--- config.mk ---
export PLATFORM = sky130hd
export DESIGN_NAME = dual_interval_timer
export DESIGN_NICKNAME = d
export VERILOG_FILES = /design/src/rtl/itmr_pkg.sv /design/src/rtl/itmr_regs.sv /design/src/rtl/itmr_ack_timer.sv /design/src/rtl/itmr_auto_timer.sv /design/src/rtl/dual_interval_timer.sv
export SDC_FILE = /design/constraint.sdc
export NUM_CORES = 1
export LEC_CHECK = 0
export BUFFER_PORTS_ARGS = -buffer_cell sky130_fd_sc_hd__clkbuf_2
export CAP_MARGIN = 10
export CORE_MARGIN = 5
export CORE_UTILIZATION = 40
export CTS_BUF_LIST = sky130_fd_sc_hd__clkbuf_4 sky130_fd_sc_hd__clkbuf_8
export DETAILED_ROUTE_END_ITERATION = 12
export HOLD_SLACK_MARGIN = 0.05
export SYNTH_ARGS = -nofsm -noshare
export SYNTH_HDL_FRONTEND = slang
export SYNTH_SLANG_ARGS = --single-unit
--- constraint.sdc ---
create_clock -name clk -period 9.15 [get_ports clk]
set_input_delay 0.4575 -clock clk [delete_from_list [all_inputs] [get_ports clk]]
set_output_delay 0.4575 -clock clk [all_outputs]
set_load 0.05 [all_outputs]
--- src/rtl/itmr_pkg.sv ---
package itmr_pkg;

    localparam int unsigned ITMR_W = 32;

    // Register word addresses. The order is part of the programming model.
    typedef enum logic [1:0] {
        REG_A_RELOAD = 2'd0,
        REG_A_STATUS = 2'd1,
        REG_GATE     = 2'd2,
        REG_B_RELOAD = 2'd3
    } itmr_reg_e;

    // Decoded per-cycle controls from the register port.
    typedef struct packed {
        logic a_load;     // write to timer A reload
        logic a_touch;    // any access to timer A status
        logic gate_load;  // write to gate register
        logic b_load;     // write to timer B reload
    } itmr_ctl_t;

endpackage

--- src/rtl/itmr_regs.sv ---
module itmr_regs
    import itmr_pkg::*;
#(
    parameter int unsigned W = ITMR_W
) (
    input  logic         clk,
    input  logic         rst,
    input  logic         bus_sel,
    input  logic         bus_we,
    input  logic [1:0]   bus_addr,
    input  logic [W-1:0] bus_wdata,
    input  logic [W-1:0] a_start,
    input  logic [W-1:0] a_count,
    input  logic [W-1:0] b_reload,
    output itmr_ctl_t    ctl,
    output logic [W-1:0] gate_q,
    output logic [W-1:0] bus_rdata
);

    itmr_reg_e reg_sel;
    assign reg_sel = itmr_reg_e'(bus_addr);

    always_comb begin
        ctl           = '0;
        ctl.a_load    = bus_sel && bus_we && (reg_sel == REG_A_RELOAD);
        ctl.a_touch   = bus_sel && (reg_sel == REG_A_STATUS);
        ctl.gate_load = bus_sel && bus_we && (reg_sel == REG_GATE);
        ctl.b_load    = bus_sel && bus_we && (reg_sel == REG_B_RELOAD);
    end

    always_ff @(posedge clk) begin
        if (rst) begin
            gate_q <= '0;
        end else if (ctl.gate_load) begin
            gate_q <= bus_wdata;
        end
    end

    always_comb begin
        bus_rdata = '0;
        if (bus_sel && !bus_we) begin
            unique case (reg_sel)
                REG_A_RELOAD: bus_rdata = a_start;
                REG_A_STATUS: bus_rdata = a_count;
                REG_GATE:     bus_rdata = gate_q;
                REG_B_RELOAD: bus_rdata = b_reload;
                default:      bus_rdata = '0;
            endcase
        end
    end

endmodule

--- src/rtl/itmr_ack_timer.sv ---
module itmr_ack_timer
    import itmr_pkg::*;
#(
    parameter int unsigned W    = ITMR_W,
    parameter int unsigned STEP = 2
) (
    input  logic         clk,
    input  logic         rst,
    input  logic         tick,
    input  logic         gate_en,
    input  logic         load,
    input  logic [W-1:0] load_val,
    input  logic         touch,
    output logic [W-1:0] start_o,
    output logic [W-1:0] count_o,
    output logic         irq_o
);

    localparam logic signed [W-1:0] STEP_V = W'(STEP);
    localparam logic signed [W-1:0] ZERO_V = '0;

    logic signed [W-1:0] start_q;
    logic signed [W-1:0] count_q;
    logic signed [W-1:0] count_nx;
    logic                irq_q;
    logic                run;

    assign count_nx = count_q - STEP_V;
    assign run      = tick && gate_en && (start_q > ZERO_V) && (count_q > ZERO_V);

    // Priority: reload write, then status access, then tick.
    always_ff @(posedge clk) begin
        if (rst) begin
            start_q <= '0;
            count_q <= '0;
            irq_q   <= 1'b0;
        end else if (load) begin
            start_q <= load_val;
            count_q <= load_val;
        end else if (touch) begin
            count_q <= start_q;
            irq_q   <= 1'b0;
        end else if (run) begin
            count_q <= count_nx;
            if (count_nx <= ZERO_V) begin
                irq_q <= 1'b1;
            end
        end
    end

    assign start_o = start_q;
    assign count_o = count_q;
    assign irq_o   = irq_q;

endmodule

--- src/rtl/itmr_auto_timer.sv ---
module itmr_auto_timer
    import itmr_pkg::*;
#(
    parameter int unsigned W    = ITMR_W,
    parameter int unsigned STEP = 5
) (
    input  logic         clk,
    input  logic         rst,
    input  logic         tick,
    input  logic         load,
    input  logic [W-1:0] load_val,
    output logic [W-1:0] reload_o,
    output logic         pulse_o
);

    localparam logic signed [W-1:0] STEP_V = W'(STEP);
    localparam logic signed [W-1:0] ONE_V  = W'(1);

    logic signed [W-1:0] reload_q;
    logic signed [W-1:0] count_q;
    logic signed [W-1:0] count_nx;
    logic                pulse_q;
    logic                active;

    assign count_nx = count_q - STEP_V;
    assign active   = (reload_q != '0);

    // A tick uses the reload value held before this cycle's write.
    always_ff @(posedge clk) begin
        if (rst) begin
            reload_q <= '0;
            count_q  <= '0;
            pulse_q  <= 1'b0;
        end else begin
            pulse_q <= 1'b0;
            if (load) begin
                reload_q <= load_val;
            end
            if (tick && active) begin
                if (count_nx < ONE_V) begin
                    count_q <= reload_q;
                    pulse_q <= 1'b1;
                end else begin
                    count_q <= count_nx;
                end
            end
        end
    end

    assign reload_o = reload_q;
    assign pulse_o  = pulse_q;

endmodule

--- src/rtl/dual_interval_timer.sv ---
module dual_interval_timer
    import itmr_pkg::*;
#(
    parameter int unsigned W        = ITMR_W,
    parameter int unsigned STEP_A   = 2,
    parameter int unsigned STEP_B   = 5,
    parameter int unsigned GATE_BIT = 1
) (
    input  logic         clk,
    input  logic         rst,
    input  logic         tick,
    input  logic         bus_sel,
    input  logic         bus_we,
    input  logic [1:0]   bus_addr,
    input  logic [W-1:0] bus_wdata,
    output logic [W-1:0] bus_rdata,
    output logic         irq_a,
    output logic         irq_b
);

    itmr_ctl_t    ctl;
    logic [W-1:0] gate_q;
    logic [W-1:0] a_start;
    logic [W-1:0] a_count;
    logic [W-1:0] b_reload;

    itmr_regs #(.W(W)) u_regs (
        .clk       (clk),
        .rst       (rst),
        .bus_sel   (bus_sel),
        .bus_we    (bus_we),
        .bus_addr  (bus_addr),
        .bus_wdata (bus_wdata),
        .a_start   (a_start),
        .a_count   (a_count),
        .b_reload  (b_reload),
        .ctl       (ctl),
        .gate_q    (gate_q),
        .bus_rdata (bus_rdata)
    );

    itmr_ack_timer #(.W(W), .STEP(STEP_A)) u_tmr_a (
        .clk      (clk),
        .rst      (rst),
        .tick     (tick),
        .gate_en  (gate_q[GATE_BIT]),
        .load     (ctl.a_load),
        .load_val (bus_wdata),
        .touch    (ctl.a_touch),
        .start_o  (a_start),
        .count_o  (a_count),
        .irq_o    (irq_a)
    );

    itmr_auto_timer #(.W(W), .STEP(STEP_B)) u_tmr_b (
        .clk      (clk),
        .rst      (rst),
        .tick     (tick),
        .load     (ctl.b_load),
        .load_val (bus_wdata),
        .reload_o (b_reload),
        .pulse_o  (irq_b)
    );

endmodule

Word level (Yosys, flattened, before mapping)
Index checks and enable logic that the tools add are counted.
{"block": "classes", "add_sub_neg": 2, "magnitude_cmp": 4, "eq_ne": 3, "muxes": 10, "bitwise_logic": 2, "n_reduce_logical": 18}
{"cell": "32-bit 2-to-1 mux", "n": 5}
{"cell": "32-bit one-hot mux with 4 select lines", "n": 1}
{"cell": "32-bit by 1-bit greater-than comparator with 1-bit output, second input constant", "n": 2}
{"cell": "32-bit by 1-bit <= comparator with 1-bit output, second input constant", "n": 1}
{"cell": "32-bit by 2-bit < comparator with 1-bit output, second input constant", "n": 1}
{"cell": "32-bit nonzero test", "n": 1}
{"cell": "32-bit by 3-bit subtractor with 32-bit output, second input constant", "n": 1}
{"cell": "32-bit by 4-bit subtractor with 32-bit output, second input constant", "n": 1}
{"cell": "1-bit logical AND", "n": 10}
{"cell": "2-bit equality test, second input constant", "n": 2}
{"cell": "1-bit 2-to-1 mux", "n": 4}
{"cell": "2-bit nonzero test", "n": 2}
{"cell": "3-bit AND reduction", "n": 1}
{"cell": "3-bit nonzero test", "n": 1}
{"cell": "2-bit by 1-bit equality test with 1-bit output, second input constant", "n": 1}
{"cell": "2-bit zero test", "n": 1}
{"cell": "1-bit inverter", "n": 2}
{"cell": "2-bit OR reduction", "n": 1}
{"cell": "1-bit zero test", "n": 1}
{"block": "word_totals", "regBits": 162, "inputBits": 39, "output_inout_bits": 34, "wordCells": 46}

Longest topological paths before layout
Gate-level depths: netlist (run 1).
{"block": "logic_depth", "ltp_word": 6, "mapped_depth": 13}

Hierarchy
From an unflattened synthesis (run 1), not the netlist that was laid out.
{"block": "unflattened", "hier_cells": 1185, "area_unflattened_um2": 9997.1}
{"module": "itmr_auto_timer", "instances": 1, "cells_per_inst": 458, "area_each_um2": 3811.2}
{"module": "itmr_ack_timer", "instances": 1, "cells_per_inst": 468, "area_each_um2": 3743.6}
{"module": "itmr_regs", "instances": 1, "cells_per_inst": 259, "area_each_um2": 2442.3}

Worst setup path after synthesis (run 1)
No wires, ideal clock.
{"block": "synth_path", "path_kind": "register to register", "start": "reg u_tmr_b.count_q[16]", "end": "reg u_tmr_b.count_q[8]", "setup_ns": 0.122, "arrival_time_ns": 3.224, "required_time_ns": 9.028, "setup_slack_ns": 5.804, "path_stages_with_launch": 13, "path_cell_list": "dfxtp_1 -> buf_6 -> or4_4 -> or4_1 -> buf_2 -> or3_1 -> clkbuf_1 -> xnor2_1 -> nor4_2 -> a21boi_4 -> buf_6 -> and2_1 -> a221o_1"}
{"block": "synth_via", "elab_chain_cells": 3}
{"item": "start, declared", "line_no": "itmr_auto_timer.sv:20", "text": "logic signed [W-1:0] count_q;"}
{"item": "start signal, assigned", "line_no": "itmr_auto_timer.sv:41", "text": "count_q <= reload_q;"}
{"item": "start signal, assigned", "line_no": "itmr_auto_timer.sv:44", "text": "count_q <= count_nx;"}
{"item": "32-bit by 4-bit subtractor with 32-bit output", "line_no": "itmr_auto_timer.sv:25", "text": "assign count_nx = count_q - STEP_V;"}
{"item": "32-bit by 2-bit < comparator with 1-bit output", "line_no": "itmr_auto_timer.sv:40", "text": "if (count_nx < ONE_V) begin"}
{"item": "32-bit 2-to-1 mux", "line_no": "itmr_auto_timer.sv:40"}
Every way passes these cells.
A chain may end at the register's enable or synchronous reset.

Worst setup path after layout (run 1)
{"block": "layout_path", "start": "reg u_tmr_b.count_q[9]", "end": "reg u_tmr_b.count_q[18]"}
{"block": "layout_via", "elab_chain_cells": 3}
{"item": "32-bit by 4-bit subtractor with 32-bit output (*)", "line_no": "itmr_auto_timer.sv:25"}
{"item": "32-bit by 2-bit < comparator with 1-bit output", "line_no": "itmr_auto_timer.sv:40"}
{"item": "32-bit 2-to-1 mux (*)", "line_no": "itmr_auto_timer.sv:40"}
Mark *: on every way between the ends. The rest lies on a longest branch, timed or not.

==> results.toml, run 1 <==
[status]
status = "finished clean"

[finish]
fin_util = 0.448
diodes = 0
area_growth_pct = 9.77
nets = 1172
drive_gt1_frac = 0.144

[setup_path]
crit_arrival_ps = 4850
critPathCaptureType = "flip-flop"
start_kind = "flip-flop"
crit_path_frequent_cell = "nor2_1"
slowest_delay_ps = 640
cp_slowest_cell = "nor4_1"
crit_required_ps = 9520
cp_cell_sequence = "nor4_1 > nand4_1 > nor2_1 > nand3_1 > xor2_1 > a21boi_4 > buf_4 > nor2_1 > a221o_1"
path_class = "reg2reg"
crit_path_max_fanout = 43

[synth]
synth_nets = 1157
yosysTopAreaCell = "dfxtp_1"
syn_inst = 1115
yosys-top-cells-count = "nand2_1, dfxtp_1, a21oi_1"
ys_ff_latch = 162
synth_edf_count = 0
synth_ff_type = "dfxtp_1"
synth-async-reset-ratio = 0
avgSynthCellArea_sq_um = 8.04
ys_seq_area_frac = 0.362
synth.most_common_cell = "nand2_1"
yosys.area.top_type_share = 0.362
yosys-top-cells-area = "dfxtp_1, nand2_1, mux4_2, a21oi_1, nor4_1"
ys_types = 69
syn-cell-area_sq_um = 8960
yosys_warnings = 0

[global_routing]
grt_pass1_wl_mm = 46.8
antenna_found_initial = 0
overflow = 0
grt_pass1_vias = 8180
grt_max_degree = 88
globalRouteTotalUtil = 0.225

[clock_tree]
cts.sinks = 162
path_clk_slew_ps = 90
htreeDepth = 4
clock_path_buffers = 2
root_buffer = "clkbuf_8"
clk_latency_ps = 480
hold_buffers = 0
post-cts-setup-buffers = 0
numCtsBuffers = 17
cts_tree = "done"
cts_resized = 0

[sta]
tightest_slew_ps = 1060
relSlewSlack = 0.294
setup_viol = 0
setup_tns_ps = 0
max_freq_mhz = 223
min_period_ps = 4480
timing.final.hold_violations = 0
rsz0062_at_grt = "false"
fin_ws_ps = 4670
period_share = 0.490
skew_ps = 18.6
slew_violations = 0

[min_path]
hold_path.class = "in2reg"

[pwr]
power_leakage_nw = 3.42
ir_drop_mv = 0.113
p_int_mw = 1.34
p_comb_frac = 0.363
swShare = 0.404
seqPwrFrac = 0.383
p_total_mw = 2.25
p_clk_frac = 0.254
p_sw_uw = 909
powerDensity_nw_per_um2 = 228

[detailed_routing]
drc = 0
vias_per_cell = 6.05
dr.pass1.iters = 5
wl_per_cell_um = 20.4
wirelength_mm = 29.0
ant_nets = 0
drt-initial-drc-count = 730
vias = 8607

[place]
pre_cts_ws_ps = 4710
dpl.hpwl_mm = 20.1
io_buffers = 72
gp_congestion = 0.903

[floorplanning]
die_w_um = 160
initial_core_util = 0.408
die_area_sq_um = 25500
core_sq_um = 22000
die_h_um = 160
ioPinCount = 73
row_count = 54

[job]
drv_cap = 0
-- per-stage QoR --
step	cell area, sq um	std cells	hold slack [ps]
2_1_floorplan	8960	1115	433
3_3_place_gp	9430	1391	439
3_5_place_dp	9430	1391	443
4_1_cts	9840	1422	204
5_1_grt	9840	1422	209
6_report	9840	1422	221
-- flip-flops by register name, summed over array words and instances (netlist names) --
signal	cells
u_tmr_a.irq_o	1
u_tmr_b.reload_o	32
u_tmr_b.count_q	32
u_regs.gate_q	32
u_tmr_b.pulse_o	1
u_tmr_a.start_o	32
u_tmr_a.count_o	32
-- layer usage --
metal | up-vias | wire, um | GRT usage | part of all wire
li1 | 4116 | - | - | -
met2 | 266 | 13500 | 0.361 | 0.46
met4 | 0 | 396 | 0.0450 | 0.014
met5 | - | 0 | 0 | 0
met3 | 34 | 1860 | 0.0497 | 0.064
met1 | 4191 | 13300 | 0.313 | 0.46
-- cell usage in the layout (no fill, tap or decap), types with 4 or more instances in the layout --
master and count:
o211ai_1 4, a21oi_1 106, inv_1 13, nand3b_1 5, and3_1 5, and4_1 5
o31ai_1 6, a31oi_1 21, dfxtp_1 162, a32oi_1 7, o21ai_0 5, xnor2_1 20
or4b_1 11, clkbuf_8 19, clkinv_2 4, nor4_1 45, or4_1 9, a221o_1 5
a22oi_1 19, nor2b_1 33, nand4_1 30, mux4_2 32, xor2_1 21, nor3_1 27
mux2i_1 5, nor2_1 43, nand2b_1 5, nand2_1 258, clkbuf_2 71, nand3_1 31
buf_4 14, o2111ai_1 4, or3_1 11, o22ai_1 18
-- critical path, delay by kind of cell, from the launching register on --
kind | cells | cell delay [ps]
AND/OR/NAND/NOR | 5 | 1910
flip-flops | 1 | 360
XOR/XNOR | 1 | 640
buffers and inverters | 1 | 480
AO/OA/AOI/OAI | 2 | 960
-- cells by family (layout without fill, tap and decap cells) --
logic type,Yosys count,in the layout,share of synthesized area
AO/OA/AOI/OAI,224,224,0.157
flip-flops,162,162,0.362
buffers and inverters,102,129,0.0469
adder cells (fa/ha/maj),3,3,0.00419
multiplexers,38,38,0.0872
AND/OR/NAND/NOR,545,545,0.302
XOR/XNOR,41,41,0.0401
-- power by group through the flow --
stage,Sequential [mW],Combinational [mW],Clock [mW]
detailed placement,0.874,0.804,0
global placement,0.870,0.803,0
floorplan,0.828,0.678,0
CTS,0.858,0.809,0.580
global route,0.872,0.907,0.611
finish,0.861,0.816,0.571
-- final timing paths --
path	cells past startpoint	slack (ps)	start	to
max	9	4670	u_tmr_b.count_q[9]	u_tmr_b.count_q[18]
min	3	220	bus_wdata[28]	u_tmr_b.reload_o[28]
max reg2reg	9	4670	u_tmr_b.count_q[9]	u_tmr_b.count_q[18]
min reg2reg	2	460	u_regs.gate_q[25]	u_regs.gate_q[25]
-- layout make-up --
type | count | area, sq um
Tap cell | 280 | 350
Clock buffer | 19 | 262
Sequential cell | 162 | 3240
Clock inverter | 12 | 154
Timing Repair Buffer | 85 | 460
Inverter | 13 | 48.8
Multi-Input combinational cell | 851 | 5320
Fill cell | 2187 | 12100
(Power assumes the default switching activity.)
==> run 2, diff against run 1 <==
ABC_AREA = 1   (was not set)
clock period = 3.6 ns   (was 9.15 ns; I/O delays follow)
==> run 2 against run 1 <==
- synthesized cell count increased by 36%
- hold slack lost 150 ps
- largest cell class unchanged
- maximum frequency is 59% higher
- design area grew 9.7%
- critical path depth increased by 6
- count of clock-buffer cells in the layout decreased by 1
- routed wire length increased by 11%
- via count grew 16%
- non-clock buffer count up 29
- die area grew 6.3%
- clock skew increased by 1.3 ps
- sequential cell count stayed put
==> results.toml, run 2 <==
[status]
status = "finished clean"

[setup_path]
path_class = "reg2reg"
slowest_delay_ps = 400
crit_path_frequent_cell = "nand2_1"
crit_path_max_fanout = 7
crit_arrival_ps = 3220
cp_slowest_cell = "nor2_2"
critPathCaptureType = "flip-flop"
start_kind = "flip-flop"
crit_required_ps = 4000
cp_cell_sequence = "inv_1 > ha_1 > nand2_1 > nor2_2 > nand2_1 > nor2_1 > nand2_1 > xnor2_1 > nor2_1 > nand2_1 > nor2_1 > nand3_1 > nand2_1 > nand2_1 > a21oi_1"

[floorplanning]
initial_core_util = 0.407
core_sq_um = 23500
die_w_um = 165
die_area_sq_um = 27100
ioPinCount = 73
row_count = 56
die_h_um = 165

[sta]
relSlewSlack = 0.200
slew_violations = 0
min_period_ps = 2820
tightest_slew_ps = 1200
rsz0062_at_grt = "false"
timing.final.hold_violations = 0
setup_tns_ps = 0
setup_viol = 0
period_share = 0.782
max_freq_mhz = 355
skew_ps = 19.9

[clock_tree]
clk_latency_ps = 470
numCtsBuffers = 17
post-cts-setup-buffers = 0
cts.sinks = 162
cts_tree = "done"
clock_path_buffers = 2
path_clk_slew_ps = 100
root_buffer = "clkbuf_8"
htreeDepth = 4

[min_path]
hold_path.class = "in2reg"

[pwr]
p_comb_frac = 0.543
seqPwrFrac = 0.284
power_leakage_nw = 4.63
p_int_mw = 4.14
p_sw_mw = 3.72
p_clk_frac = 0.173
swShare = 0.473
p_total_mw = 7.86
powerDensity_nw_per_um2 = 728
ir_drop_mv = 0.426

[finish]
area_growth_pct = 12.8
fillCellCount = 2577
final_cell_mix = "nand2_1, nor2_1, inv_1, dfxtp_1, o21ai_0"
nets = 1615
fin_util = 0.459
diodes = 0
drive_gt1_frac = 0.108
multiInputGateArea_sq_um = 5390
layout.cells.most_common = "nand2_1"
seq_area_sq_um = 3240

[detailed_routing]
vias = 9989
wirelength_mm = 32.2
drt-initial-drc-count = 774
dr.pass1.iters = 5
ant_nets = 0
drc = 0
wl_per_cell_um = 16.9
vias_per_cell = 5.25

[synth]
synth.most_common_cell = "nand2_1"
yosysTopAreaCell = "dfxtp_1"
synth-async-reset-ratio = 0
yosys_warnings = 0
syn-cell-area_sq_um = 9570
syn_inst = 1517
yosys-top-cells-area = "dfxtp_1, nand2_1, nor2_1, o21ai_0, a21oi_1"
synth_edf_count = 0
ys_types = 37
ys_seq_area_frac = 0.339
ys_ff_latch = 162
avgSynthCellArea_sq_um = 6.31
yosys-top-cells-count = "nand2_1, nor2_1, inv_1"
yosys.area.top_type_share = 0.339
synth_ff_type = "dfxtp_1"
synth_nets = 1559

[place]
io_buffers = 72
dpl.hpwl_mm = 23.4
gp_congestion = 0.958

[global_routing]
overflow = 0
grt_pass1_wl_mm = 50.6
globalRouteTotalUtil = 0.236
grt_max_degree = 86
grt_pass1_vias = 9196
antenna_found_initial = 0

[job]
drv_cap = 0
## run 2: cell count changes after synthesis, moves of 15 or more
cell,delta
nand2_1,+103
a22oi_1,-19
nand3_2,+20
nor2_1,+181
o21ai_0,+136
a221oi_1,+33
mux4_2,-32
a21oi_1,+20
nor2b_1,-33
inv_1,+150
nand3_1,+35
nor3_1,-22
clkbuf_1,-15
nor4_1,-36
## run 2: metrics by stage
| stage | area [sq um] | hold slack (ps) | cells | setup slack (ps) |
|---|---|---|---|---|
| 4_1_cts | 10800 | 51.5 | 1903 | 787 |
| 2_1_floorplan | 9570 | 257 | 1517 | 1320 |
| 5_1_grt | 10800 | 50.1 | 1903 | 387 |
| 6_report | 10800 | 68.1 | 1903 | 785 |
| 3_3_place_gp | 10200 | 442 | 1849 | 830 |
| 3_5_place_dp | 10200 | 451 | 1849 | 823 |
## run 2: path summary, 6_finish.rpt
kind	to	startpoint	slack [ps]	cells past startpoint
max	u_tmr_a.irq_o	u_tmr_a.count_o[1]	780	15
min	u_tmr_b.reload_o[31]	bus_wdata[31]	70	3
max reg2reg	u_tmr_a.irq_o	u_tmr_a.count_o[1]	780	15
min reg2reg	u_tmr_a.irq_o	u_tmr_a.irq_o	460	2
## run 2: routing by layer
metal | part of all wire | vias to the layer above | wire, um | global-route usage
li1 | - | 5042 | - | -
met1 | 0.47 | 4568 | 15200 | 0.337
met2 | 0.45 | 327 | 14400 | 0.373
met3 | 0.053 | 52 | 1710 | 0.0285
met4 | 0.027 | 0 | 862 | 0.0730
met5 | 0 | - | 0 | 0
## run 2: logic make-up (layout without fill, tap and decap cells)
family	count (synthesis)	in the layout	share of synthesized area
multiplexers	3	3	0.00314
XOR/XNOR	34	34	0.0319
adder cells (fa/ha/maj)	3	3	0.00392
flip-flops	162	162	0.339
AO/OA/AOI/OAI	337	337	0.194
buffers and inverters	247	314	0.101
AND/OR/NAND/NOR	731	731	0.327
## run 2: cell type report
class / instances / share of cell area
flip-flops and latches: 162 / 0.300
well taps: 319 / 0.0370
inverters: 170 / 0.0592
clock buffers: 18 / 0.0229
repair buffers: 114 / 0.0693
multi-input cells: 1108 / 0.499
clock inverters: 12 / 0.0123
## run 2: repair_timing
action                                 4_1_cts  5_1_grt
resized for setup                            0        0
hold buffers                                24        0
endpoints found under the hold margin       46        0
## run 2: power by group through the flow
| stage | Clock, mW | Combinational [mW] | Sequential (mW) |
|---|---|---|---|
| 3_5_place_dp | 0 | 4.23 | 2.27 |
| 2_1_floorplan | 0 | 3.37 | 2.19 |
| 3_3_place_gp | 0 | 4.23 | 2.27 |
| 4_1_cts | 1.38 | 4.27 | 2.23 |
| 5_1_grt | 1.44 | 4.88 | 2.26 |
| 6_report | 1.36 | 4.27 | 2.23 |
## run 2: worst max-delay path: cells and delay by family (launching register included)
kind                     cells  cell delay (ps)
AO/OA/AOI/OAI                1              160
XOR/XNOR                     1              210
adder cells (fa/ha/maj)      1              260
flip-flops                   1              370
AND/OR/NAND/NOR             11             1650
buffers and inverters        1              120
